$ cat config.mk
export PLATFORM = sky130hd
export DESIGN_NAME = bcmp_engine
export DESIGN_NICKNAME = d
export VERILOG_FILES = /design/src/rtl/bcmp_pkg.sv /design/src/rtl/bcmp_regs.sv /design/src/rtl/bcmp_seq.sv /design/src/rtl/bcmp_engine.sv
export SDC_FILE = /design/constraint.sdc
export NUM_CORES = 1
export LEC_CHECK = 0
export BUFFER_PORTS_ARGS = -buffer_cell sky130_fd_sc_hd__buf_4
export CAP_MARGIN = 5
export CORE_UTILIZATION = 50
export DETAILED_ROUTE_END_ITERATION = 10
export MAX_ROUTING_LAYER = met4
export PLACE_DENSITY = 0.95
export SLEW_MARGIN = 20
export SYNTH_ARGS = -nofsm -noshare
export SYNTH_HDL_FRONTEND = slang
export SYNTH_SLANG_ARGS = --single-unit
export TNS_END_PERCENT = 5
$ cat constraint.sdc
create_clock -name clk -period 4.1 [get_ports clk]
set_input_delay 0.82 -clock clk [delete_from_list [all_inputs] [get_ports clk]]
set_output_delay 0.82 -clock clk [all_outputs]
set_load 0.01 [all_outputs]
$ cat src/rtl/bcmp_pkg.sv
package bcmp_pkg;

  typedef enum logic [1:0] {
    ST_IDLE = 2'b00,
    ST_PEND = 2'b01,
    ST_RUN  = 2'b10,
    ST_DONE = 2'b11
  } bst_t;

  localparam int BIT_CLR   = 23;
  localparam int BIT_AERR  = 19;
  localparam int BIT_CERR  = 18;
  localparam int BIT_STLO  = 16;
  localparam int BIT_PAT   = 4;
  localparam int BIT_STOP  = 3;
  localparam int BIT_MTLO  = 1;
  localparam int BIT_GO    = 0;

  localparam logic [1:0] MT_MAIN = 2'b00;
  localparam logic [1:0] MT_INFO = 2'b01;

  typedef struct packed {
    logic       pat;
    logic       stop;
    logic [1:0] mtype;
  } bcfg_t;

endpackage

$ cat src/rtl/bcmp_regs.sv
module bcmp_regs
  import bcmp_pkg::*;
(
  input  logic        clk,
  input  logic        rst,
  input  logic        reg_we,
  input  logic [31:0] reg_wdata,
  input  logic        lowfreq,
  input  bst_t        stat,
  input  logic        addr_err,
  input  logic        cmp_err,
  output bcfg_t       cfg,
  output logic        start_acc,
  output logic        clr_acc,
  output logic [31:0] reg_rdata
);

  logic is_idle;
  assign is_idle   = (stat == ST_IDLE);
  assign start_acc = reg_we && reg_wdata[BIT_GO] && is_idle && !lowfreq;
  assign clr_acc   = reg_we && reg_wdata[BIT_CLR] && (stat == ST_DONE);

  always_ff @(posedge clk) begin
    if (rst) begin
      cfg <= '0;
    end else if (reg_we && is_idle) begin
      cfg.pat   <= reg_wdata[BIT_PAT];
      cfg.stop  <= reg_wdata[BIT_STOP];
      cfg.mtype <= reg_wdata[BIT_MTLO +: 2];
    end
  end

  always_ff @(posedge clk) begin
    if (rst) begin
      reg_rdata <= '0;
    end else begin
      reg_rdata                <= '0;
      reg_rdata[BIT_AERR]      <= addr_err;
      reg_rdata[BIT_CERR]      <= cmp_err;
      reg_rdata[BIT_STLO +: 2] <= stat;
      reg_rdata[BIT_PAT]       <= cfg.pat;
      reg_rdata[BIT_STOP]      <= cfg.stop;
      reg_rdata[BIT_MTLO +: 2] <= cfg.mtype;
    end
  end


  cfg_lock_chk: assert property (@(posedge clk) disable iff (rst)
    (stat != ST_IDLE) |=> $stable(cfg));

endmodule

$ cat src/rtl/bcmp_seq.sv
module bcmp_seq
  import bcmp_pkg::*;
#(
  parameter int AW         = 8,
  parameter int LW         = 9,
  parameter int DW         = 32,
  parameter int MAIN_BASE  = 0,
  parameter int MAIN_WORDS = 128,
  parameter int INFO_BASE  = 192,
  parameter int INFO_WORDS = 32
) (
  input  logic          clk,
  input  logic          rst,
  input  logic          start_acc,
  input  logic          clr_acc,
  input  bcfg_t         cfg,
  input  logic [AW-1:0] start_addr,
  input  logic [LW-1:0] length,
  input  logic [DW-1:0] mem_rdata,
  output bst_t          stat,
  output logic          addr_err,
  output logic          cmp_err,
  output logic          mem_rd_en,
  output logic [AW-1:0] mem_addr
);

  localparam int XW = AW + 1;
  localparam logic [XW-1:0] MAIN_LO = XW'(MAIN_BASE);
  localparam logic [XW-1:0] MAIN_SZ = XW'(MAIN_WORDS);
  localparam logic [XW-1:0] INFO_LO = XW'(INFO_BASE);
  localparam logic [XW-1:0] INFO_SZ = XW'(INFO_WORDS);

  logic [XW-1:0] cur;
  logic [LW-1:0] issued, len_q;
  logic          rv;
  logic          addr_good, in_run, remaining, mismatch, stop_now;
  logic          want_issue, bad_addr, finish;
  logic [DW-1:0] expected;

  always_comb begin
    case (cfg.mtype)
      MT_MAIN: addr_good = (XW'(cur - MAIN_LO) < MAIN_SZ);
      MT_INFO: addr_good = (XW'(cur - INFO_LO) < INFO_SZ);
      default: addr_good = 1'b0;
    endcase
  end

  assign expected   = {DW{cfg.pat}};
  assign in_run     = (stat == ST_RUN);
  assign remaining  = (issued != len_q);
  assign mismatch   = in_run && rv && (mem_rdata != expected);
  assign stop_now   = mismatch && cfg.stop;
  assign want_issue = in_run && remaining && !stop_now;
  assign mem_rd_en  = want_issue && addr_good;
  assign bad_addr   = want_issue && !addr_good;
  assign finish     = in_run && (stop_now || bad_addr || (!remaining && !rv));
  assign mem_addr   = cur[AW-1:0];

  always_ff @(posedge clk) begin
    if (rst) begin
      stat     <= ST_IDLE;
      cur      <= '0;
      issued   <= '0;
      len_q    <= '0;
      rv       <= 1'b0;
      addr_err <= 1'b0;
      cmp_err  <= 1'b0;
    end else begin
      rv <= mem_rd_en;
      case (stat)
        ST_IDLE: if (start_acc) begin
          stat   <= ST_PEND;
          cur    <= {1'b0, start_addr};
          len_q  <= length;
          issued <= '0;
        end
        ST_PEND: stat <= ST_RUN;
        ST_RUN: begin
          if (mem_rd_en) begin
            cur    <= cur + 1'b1;
            issued <= issued + 1'b1;
          end
          if (mismatch) cmp_err  <= 1'b1;
          if (bad_addr) addr_err <= 1'b1;
          if (finish)   stat     <= ST_DONE;
        end
        default: if (clr_acc) begin
          stat     <= ST_IDLE;
          addr_err <= 1'b0;
          cmp_err  <= 1'b0;
        end
      endcase
    end
  end


  pend_one_cycle_chk: assert property (@(posedge clk) disable iff (rst)
    (stat == ST_PEND) |=> (stat == ST_RUN));


  done_holds_chk: assert property (@(posedge clk) disable iff (rst)
    (stat == ST_DONE && !clr_acc) |=> (stat == ST_DONE));


  aerr_done_chk: assert property (@(posedge clk) disable iff (rst)
    addr_err |-> (stat == ST_DONE));


  stop_fail_chk: assert property (@(posedge clk) disable iff (rst)
    (cfg.stop && cmp_err) |-> (stat == ST_DONE));


  idle_quiet_chk: assert property (@(posedge clk) disable iff (rst)
    (stat == ST_IDLE) |-> (!mem_rd_en && !addr_err && !cmp_err));

endmodule

$ cat src/rtl/bcmp_engine.sv
module bcmp_engine
  import bcmp_pkg::*;
#(
  parameter int AW         = 8,
  parameter int LW         = 9,
  parameter int DW         = 32,
  parameter int MAIN_BASE  = 0,
  parameter int MAIN_WORDS = 128,
  parameter int INFO_BASE  = 192,
  parameter int INFO_WORDS = 32
) (
  input  logic          clk,
  input  logic          rst,
  input  logic          reg_we,
  input  logic [31:0]   reg_wdata,
  output logic [31:0]   reg_rdata,
  input  logic          lowfreq,
  input  logic [AW-1:0] start_addr,
  input  logic [LW-1:0] length,
  output logic          mem_rd_en,
  output logic [AW-1:0] mem_addr,
  input  logic [DW-1:0] mem_rdata
);

  bst_t  stat;
  bcfg_t cfg;
  logic  start_acc, clr_acc, addr_err, cmp_err;

  bcmp_regs u_regs (
    .clk       (clk),
    .rst       (rst),
    .reg_we    (reg_we),
    .reg_wdata (reg_wdata),
    .lowfreq   (lowfreq),
    .stat      (stat),
    .addr_err  (addr_err),
    .cmp_err   (cmp_err),
    .cfg       (cfg),
    .start_acc (start_acc),
    .clr_acc   (clr_acc),
    .reg_rdata (reg_rdata)
  );

  bcmp_seq #(
    .AW(AW), .LW(LW), .DW(DW),
    .MAIN_BASE(MAIN_BASE), .MAIN_WORDS(MAIN_WORDS),
    .INFO_BASE(INFO_BASE), .INFO_WORDS(INFO_WORDS)
  ) u_seq (
    .clk        (clk),
    .rst        (rst),
    .start_acc  (start_acc),
    .clr_acc    (clr_acc),
    .cfg        (cfg),
    .start_addr (start_addr),
    .length     (length),
    .mem_rdata  (mem_rdata),
    .stat       (stat),
    .addr_err   (addr_err),
    .cmp_err    (cmp_err),
    .mem_rd_en  (mem_rd_en),
    .mem_addr   (mem_addr)
  );

endmodule

# Word level (Yosys, flattened, before mapping)
# Cells that the tools add are included.
# word_totals
reg_bits	68
inputBits	85
output_inout_bits	41
elab_cells	78
# op_classes
n_addsub	3
magnitude_cmp	2
n_eq_ne	11
muxes	16
n_bitwise	1
reduce_logical	33
# ops
operator	n
$mux W9	4
$pmux W9 S2	2
$ne A32 B32 Y1	1
$add A9 B1 Y9 const B	2
$logic_and A1 B1 Y1	15
$reduce_and A3 Y1	4
$ne A2 B2 Y1 const B	5
$lt A9 B6 Y1 const B	1
$lt A9 B8 Y1 const B	1
$ne A9 B9 Y1	1
$sub A9 B8 Y9 const B	1
$mux W2	3
$pmux W1 S2	3
$pmux W2 S3	1
$logic_not A1 Y1	5
$eq A2 B1 Y1 const B	2
$eq A2 B2 Y1 const B	2
$logic_not A2 Y1	2
$reduce_bool A2 Y1	2
$reduce_bool A4 Y1	1
$mux W1	3
$logic_or A1 B1 Y1	2
$reduce_and A2 Y1	1
$reduce_or A2 Y1	1
$not A1 Y1	1

# Longest topological paths before layout
# Gate-level depths: netlist (run 1).
# depth
depth_word	12
mapped_depth	10
mapped_depth_nobuf	8

# Modules after synthesis
# A second synthesis (run 1) with hierarchy kept.
# hier_totals
cells_unflattened	316
area_unflattened_um2	2581.2
# modules_own_cells
module	n_inst	cells_each	area_each_um2	seq_area_each_um2
bcmp_seq	1	259	1995.7	640.6
bcmp_regs	1	57	585.6	240.2

# Worst setup path before layout (run 1)
# Ideal clock, no wire load.
# synth_timing
path_type	input-to-output
start	input port mem_rdata[26]
end	output port mem_rd_en
t_arrival_ps	2222
t_required_ps	3280
path_slack_ps	1058
cell_stages	6
path_buffers	0
path_cell_list	or4_1 -> nor4_1 -> o22ai_1 -> o21bai_1 -> nand3_1 -> inv_1
# synth_via
elab_chain_cells	6
# synth_rtl
element	line	source
start, declared	bcmp_engine.sv:22	input logic [DW-1:0] mem_rdata
$ne A32 B32 Y1	bcmp_seq.sv:51	assign mismatch = in_run && rv && (mem_rdata != expected);
$logic_and A1 B1 Y1	bcmp_seq.sv:51	
$logic_and A1 B1 Y1	bcmp_seq.sv:52	assign stop_now = mismatch && cfg.stop;
$logic_not A1 Y1	bcmp_seq.sv:53	assign want_issue = in_run && remaining && !stop_now;
$logic_and A1 B1 Y1	bcmp_seq.sv:53	
$logic_and A1 B1 Y1	bcmp_seq.sv:54	assign mem_rd_en = want_issue && addr_good;
end, declared	bcmp_engine.sv:20	output logic mem_rd_en,
# No other way between the ends.

# Worst setup path after layout (run 1)
# layout_timing
start	input port mem_rdata[2]
end	output port mem_rd_en
# Same word-level chain as after synthesis.

==> impl_metrics.py, run 1 <==
metrics = {
    "sta": {
        "hold_viol_final": 0,
        "relSlewSlack_pct": 38.00,
        "setup_viol_count_final": 0,
        "finalSetupTns_ps": 0,
        "setup_slack_ps": 553.4,
        "slew_violations": 0,
        "timing.fmax_mhz": 282.0,
        "worst_pin_slew_ps": 926.6,
        "min_period_over_period_pct": 86.50,
        "rsz0062_at_grt": "no",
        "finalCriticalPeriod_ps": 3547,
        "fin_skew_ps": 5.125,
    },
    "worst_setup_path": {
        "reg2reg_slack_ps": 1200,
        "r2r_cells": 8,
        "required_ps": 3280,
        "critPathArrivalTime_ps": 2730,
        "end_kind": "output pin",
        "crit_type": "input port to output pin",
        "critPathMaxFanout": 5,
        "startpoint_type": "input port",
    },
    "logic_synthesis": {
        "seq_area_frac_synth_pct": 34.99,
        "yosysTopAreaCellShare_pct": 34.99,
        "synth_common_cells": "dfxtp_1 (44), nand2_1 (43), buf_4 (32)",
        "synth.avg_cell_area_um2": 7.818,
        "ys_ff_latch": 44,
        "yosys_warnings": 0,
        "synth_area_um2": 2517,
        "synth_edf_count": 0,
        "ys_types": 45,
        "yosys-top-cells-area": "dfxtp_1 (35%), buf_4 (9.5%), nand2_1 (6.4%)",
        "synthArstFlopShare_pct": 0,
        "syn_inst": 322,
        "ys.flop_type": "dfxtp_1",
        "synth_area_leader_cell": "dfxtp_1",
        "yosysMostFrequentCell": "dfxtp_1",
    },
    "power_and_ir_drop": {
        "p_per_area_nw_per_um2": 373.2,
        "cellLeakagePower_nw": 1.347,
        "p_total_mw": 1.152,
        "peakVddDrop_uv": 369.2,
    },
    "grt": {
        "first_global_vias": 2279,
        "grt_pass1_wl_um": 9666,
        "track_usage_pct": 23.59,
        "grt_antenna_before_repair": 0,
        "grt_start_max_net_pins": 38,
        "grt.overflow.total": 0,
    },
    "cts": {
        "hold_buffers": 0,
        "post_cts_resized": 0,
        "clk_pin_slew_ps": 80,
        "cts_made_buffers": 5,
        "clock_path_buffers": 2,
        "clock-sinks": 44,
        "cts_root_buf": "clkbuf_8",
        "htreeDepth": 2,
        "cts_tree": "done",
        "clk_latency_ps": 290,
        "cts_setup_buffers": 0,
    },
    "floorplanning": {
        "die_y_um": 72.96,
        "start_util_pct": 52.60,
        "coreArea_um2": 4786,
        "die-area_um2": 5322,
        "die_w_um": 72.96,
        "io_pins": 126,
        "fp-row-count": 25,
    },
    "placed_design": {
        "placed_cells": 442,
        "place_ws_ps": 590.0,
        "portBuffers": 75,
        "place.gp.congestion": 0.8311,
        "dp_hpwl_um": 4581,
    },
    "detailed_routing": {
        "via_per_inst": 5.384,
        "wl_per_cell_um": 13.20,
        "totalWireLength_um": 5939,
        "drt_iter0_markers": 121,
        "drt-pass1-iter-count": 4,
        "via_count": 2423,
        "drc": 0,
        "drt.antenna.violating_nets": 0,
    },
    "flow_run": {
        "cap_viol_max_count": 0,
    },
    "layout": {
        "fin_nets": 474,
        "final_cell_count_no_fill": 450,
        "syn2layout_area_growth_pct": 22.56,
        "drive_gt1_share_pct": 24.02,
        "diodes": 0,
    },
    "run_status": {
        "status": "finished, final reports clean",
    },
    "min_path": {
        "hold_path_depth": 2,
        "hold_path.class": "flip-flop to flip-flop",
    },
}
==> final cells by class <==
cell class	count	area, um^2
fill	396	1700
multi-input combinational	247	1398
sequential	44	880.8
timing repair buffer	75	563.0
clock buffer	7	96.34
tap	67	83.83
inverter	9	33.78
clock inverter	1	30.03
==> cells in the final DEF (no fill, tap or decap), types with 8 or more instances in the layout <==
master   count
buf_4       75
dfxtp_1     44
nand2_1     43
conb_1      24
a21oi_1     22
nor2_1      18
nor3_1      16
nand3_1     15
nand4_1     13
o21ai_0     13
inv_1        9
xor2_1       8
==> flip-flops by register name (all words and copies together) (netlist names) <==
name / cells
u_seq.addr_err: 1
u_seq.stat: 2
u_seq.cmp_err: 1
u_seq.cur: 9
u_seq.len_q: 9
u_seq.rv: 1
u_regs.reg_rdata: 8
u_seq.issued: 9
u_regs.cfg: 4
==> through the flow <==
step,hold WS (ps),utilization (%),area (um^2)
2_1_floorplan,431.2,-,2604
3_3_place_gp,451.3,61.73,2954
5_1_grt,490.3,64.47,3085
3_5_place_dp,464.0,61.73,2954
6_report,474.1,64.47,3085
4_1_cts,475.3,64.37,3080
==> kinds of logic after synthesis <==
kind of cell	Yosys count	share of synthesized area [%]
XOR/XNOR	10	3.479
adder cells (fa/ha/maj)	7	3.479
AND/OR/NAND/NOR	147	29.57
other	1	0.1490
multiplexers	4	1.690
buffers and inverters	54	13.12
AO/OA/AOI/OAI	55	13.52
flip-flops	44	34.99
==> report_power, final <==
group	leakage [nW]	switching [mW]	total, mW	internal (mW)
clock network	0.0645	0.142	0.357	0.215
logic	0.926	0.173	0.302	0.129
registers	0.357	0.0312	0.493	0.462
==> metal layers <==
metal	wire length (um)	track usage [%]	share of wire, %
met3	342	4.696	5.8
met4	62	7.190	1.0
met1	2383	26.64	40
met5	0	-	0
met2	3151	41.95	53
==> critical path, stage by stage <==
cell      delay (ps)
buf_4            110
or4_1            530
nor4_1           270
o22ai_1          160
o21bai_1         350
nand3_1          230
inv_1            130
buf_4            130
==> worst paths after layout <==
check | from | endpoint
hold reg to reg | u_seq.len_q[7] | u_seq.len_q[7]
setup reg to reg | u_seq.stat[0] | u_seq.cur[4]
hold / removal | u_seq.len_q[7] | u_seq.len_q[7]
setup / recovery | mem_rdata[2] | mem_rd_en
Note: power is estimated with default switching activity, not from simulation.
==> run 2, diff against run 1 <==
CORE_ASPECT_RATIO = 0.75   (was default)
==> impl_metrics.py, run 2 (same netlist as run 1, synthesis figures left out) <==
metrics = {
    "cts": {
        "htreeDepth": 2,
        "post_cts_resized": 0,
        "hold_buffers": 0,
        "clock-sinks": 44,
        "cts_root_buf": "clkbuf_8",
        "cts_tree": "done",
        "clock_path_buffers": 2,
        "cts_setup_buffers": 0,
        "clk_pin_slew_ps": 90,
        "clk_latency_ps": 300,
        "cts_made_buffers": 5,
    },
    "min_path": {
        "min_from": "u_seq.len_q[4]",
        "hold_path.class": "flip-flop to flip-flop",
        "min_to": "u_seq.len_q[4]",
        "hold_path_depth": 2,
    },
    "worst_setup_path": {
        "reg2reg_slack_ps": 1210,
        "critPathMaxFanout": 5,
        "critPathArrivalTime_ps": 2670,
        "r2r_start": "u_seq.stat[0]",
        "crit_type": "input port to output pin",
        "end_kind": "output pin",
        "startpoint_type": "input port",
        "required_ps": 3280,
        "r2r_cells": 8,
        "r2r_end": "u_seq.cur[6]",
    },
    "sta": {
        "relSlewSlack_pct": 34.26,
        "finalSetupTns_ps": 0,
        "hold_viol_final": 0,
        "holdWs_ps": 474.9,
        "worst_pin_slew_ps": 982.5,
        "slew_violations": 0,
        "finalCriticalPeriod_ps": 3489,
        "fin_skew_ps": 8.594,
        "min_period_over_period_pct": 85.09,
        "timing.fmax_mhz": 286.7,
        "setup_slack_ps": 611.5,
        "setup_viol_count_final": 0,
        "rsz0062_at_grt": "no",
    },
    "floorplanning": {
        "io_pins": 126,
        "fp-row-count": 21,
        "die_y_um": 63.45,
        "coreArea_um2": 4651,
        "start_util_pct": 54.13,
        "die-area_um2": 5326,
        "die_w_um": 83.94,
    },
    "grt": {
        "grt_pass1_wl_um": 9873,
        "first_global_vias": 2187,
        "grt.overflow.total": 0,
        "track_usage_pct": 23.80,
        "grt_start_max_net_pins": 38,
        "grt_antenna_before_repair": 0,
    },
    "layout": {
        "drive_gt1_share_pct": 23.76,
        "final_common_cell": "buf_4",
        "largest_registers": "u_seq.cur (9), u_seq.issued (9), u_seq.len_q (9)",
        "diodes": 0,
        "syn2layout_area_growth_pct": 23.16,
        "final_cell_mix": "buf_4 (75), dfxtp_1 (44), nand2_1 (43)",
        "fin_nets": 474,
        "design_area_um2": 3100,
    },
    "power_and_ir_drop": {
        "p_per_area_nw_per_um2": 403.5,
        "peakVddDrop_uv": 297.7,
        "cellLeakagePower_nw": 1.359,
        "p_total_mw": 1.251,
    },
    "run_status": {
        "status": "finished with violations",
        "violations": "DRC",
    },
    "flow_run": {
        "cap_viol_max_count": 0,
    },
    "detailed_routing": {
        "drt.antenna.violating_nets": 0,
        "drt-pass1-iter-count": 7,
        "wl_per_cell_um": 13.51,
        "drc": 14,
        "totalWireLength_um": 5945,
        "drt_iter0_markers": 127,
        "via_per_inst": 5.398,
        "via_count": 2375,
    },
    "placed_design": {
        "dp_hpwl_um": 4597,
        "place_ws_ps": 637.5,
        "dpl-instance-area_um2": 2942,
        "portBuffers": 75,
        "place.gp.congestion": 0.8662,
    },
}
run 2: cell count changes in the layout (fill, tap and decap cells not counted), sizes merged:
cell / previous run / this run
clkbuf: 7 / 5
bufinv: 1 / 3
run 2: report_power, final:
part | internal [mW] | switching, mW | leakage [nW]
Sequential | 0.462 | 0.0315 | 0.357
Combinational | 0.129 | 0.176 | 0.924
Clock | 0.305 | 0.148 | 0.0784
run 2: metrics by stage:
| stage | instances | util, % |
|---|---|---|
| floorplan | 345 | - |
| global placement | 432 | 63.25 |
| detailed placement | 432 | 63.25 |
| CTS | 440 | 66.67 |
| global route | 440 | 66.67 |
| finish | 440 | 66.67 |
run 2: per-layer routing:
metal | GRT usage, % | up-vias | wire (um)
met5 | - | - | 0
met2 | 35.86 | 102 | 2750
met1 | 31.71 | 1070 | 2694
met3 | 5.242 | 7 | 439
li1 | - | 1196 | -
met4 | 7.974 | 0 | 60
run 2: how the worst max path moves through the flow:
stage	start	end	slack, ps	cells after the start
floorplan	mem_rdata[26]	mem_rd_en	1060	6
global placement	mem_rdata[26]	mem_rd_en	630	8
detailed placement	mem_rdata[26]	mem_rd_en	640	8
CTS	mem_rdata[26]	mem_rd_en	630	8
global route	mem_rdata[2]	mem_rd_en	400	8
finish	mem_rdata[26]	mem_rd_en	610	8
run 2: cell type report:
class,count,area (um^2)
fillers,391,1550
multi-input cells,247,1393
well taps,57,71.32
inverters,9,33.78
repair buffers,75,563.0
clock buffers,5,68.82
flip-flops and latches,44,880.8
clock inverters,3,90.09
run 2: critical path: stages:
cell and delay, ps:
buf_4 110, or4_1 500, nor4_1 290, o22ai_1 150, o21bai_1 360, nand3_1 220
inv_1 90, buf_4 120
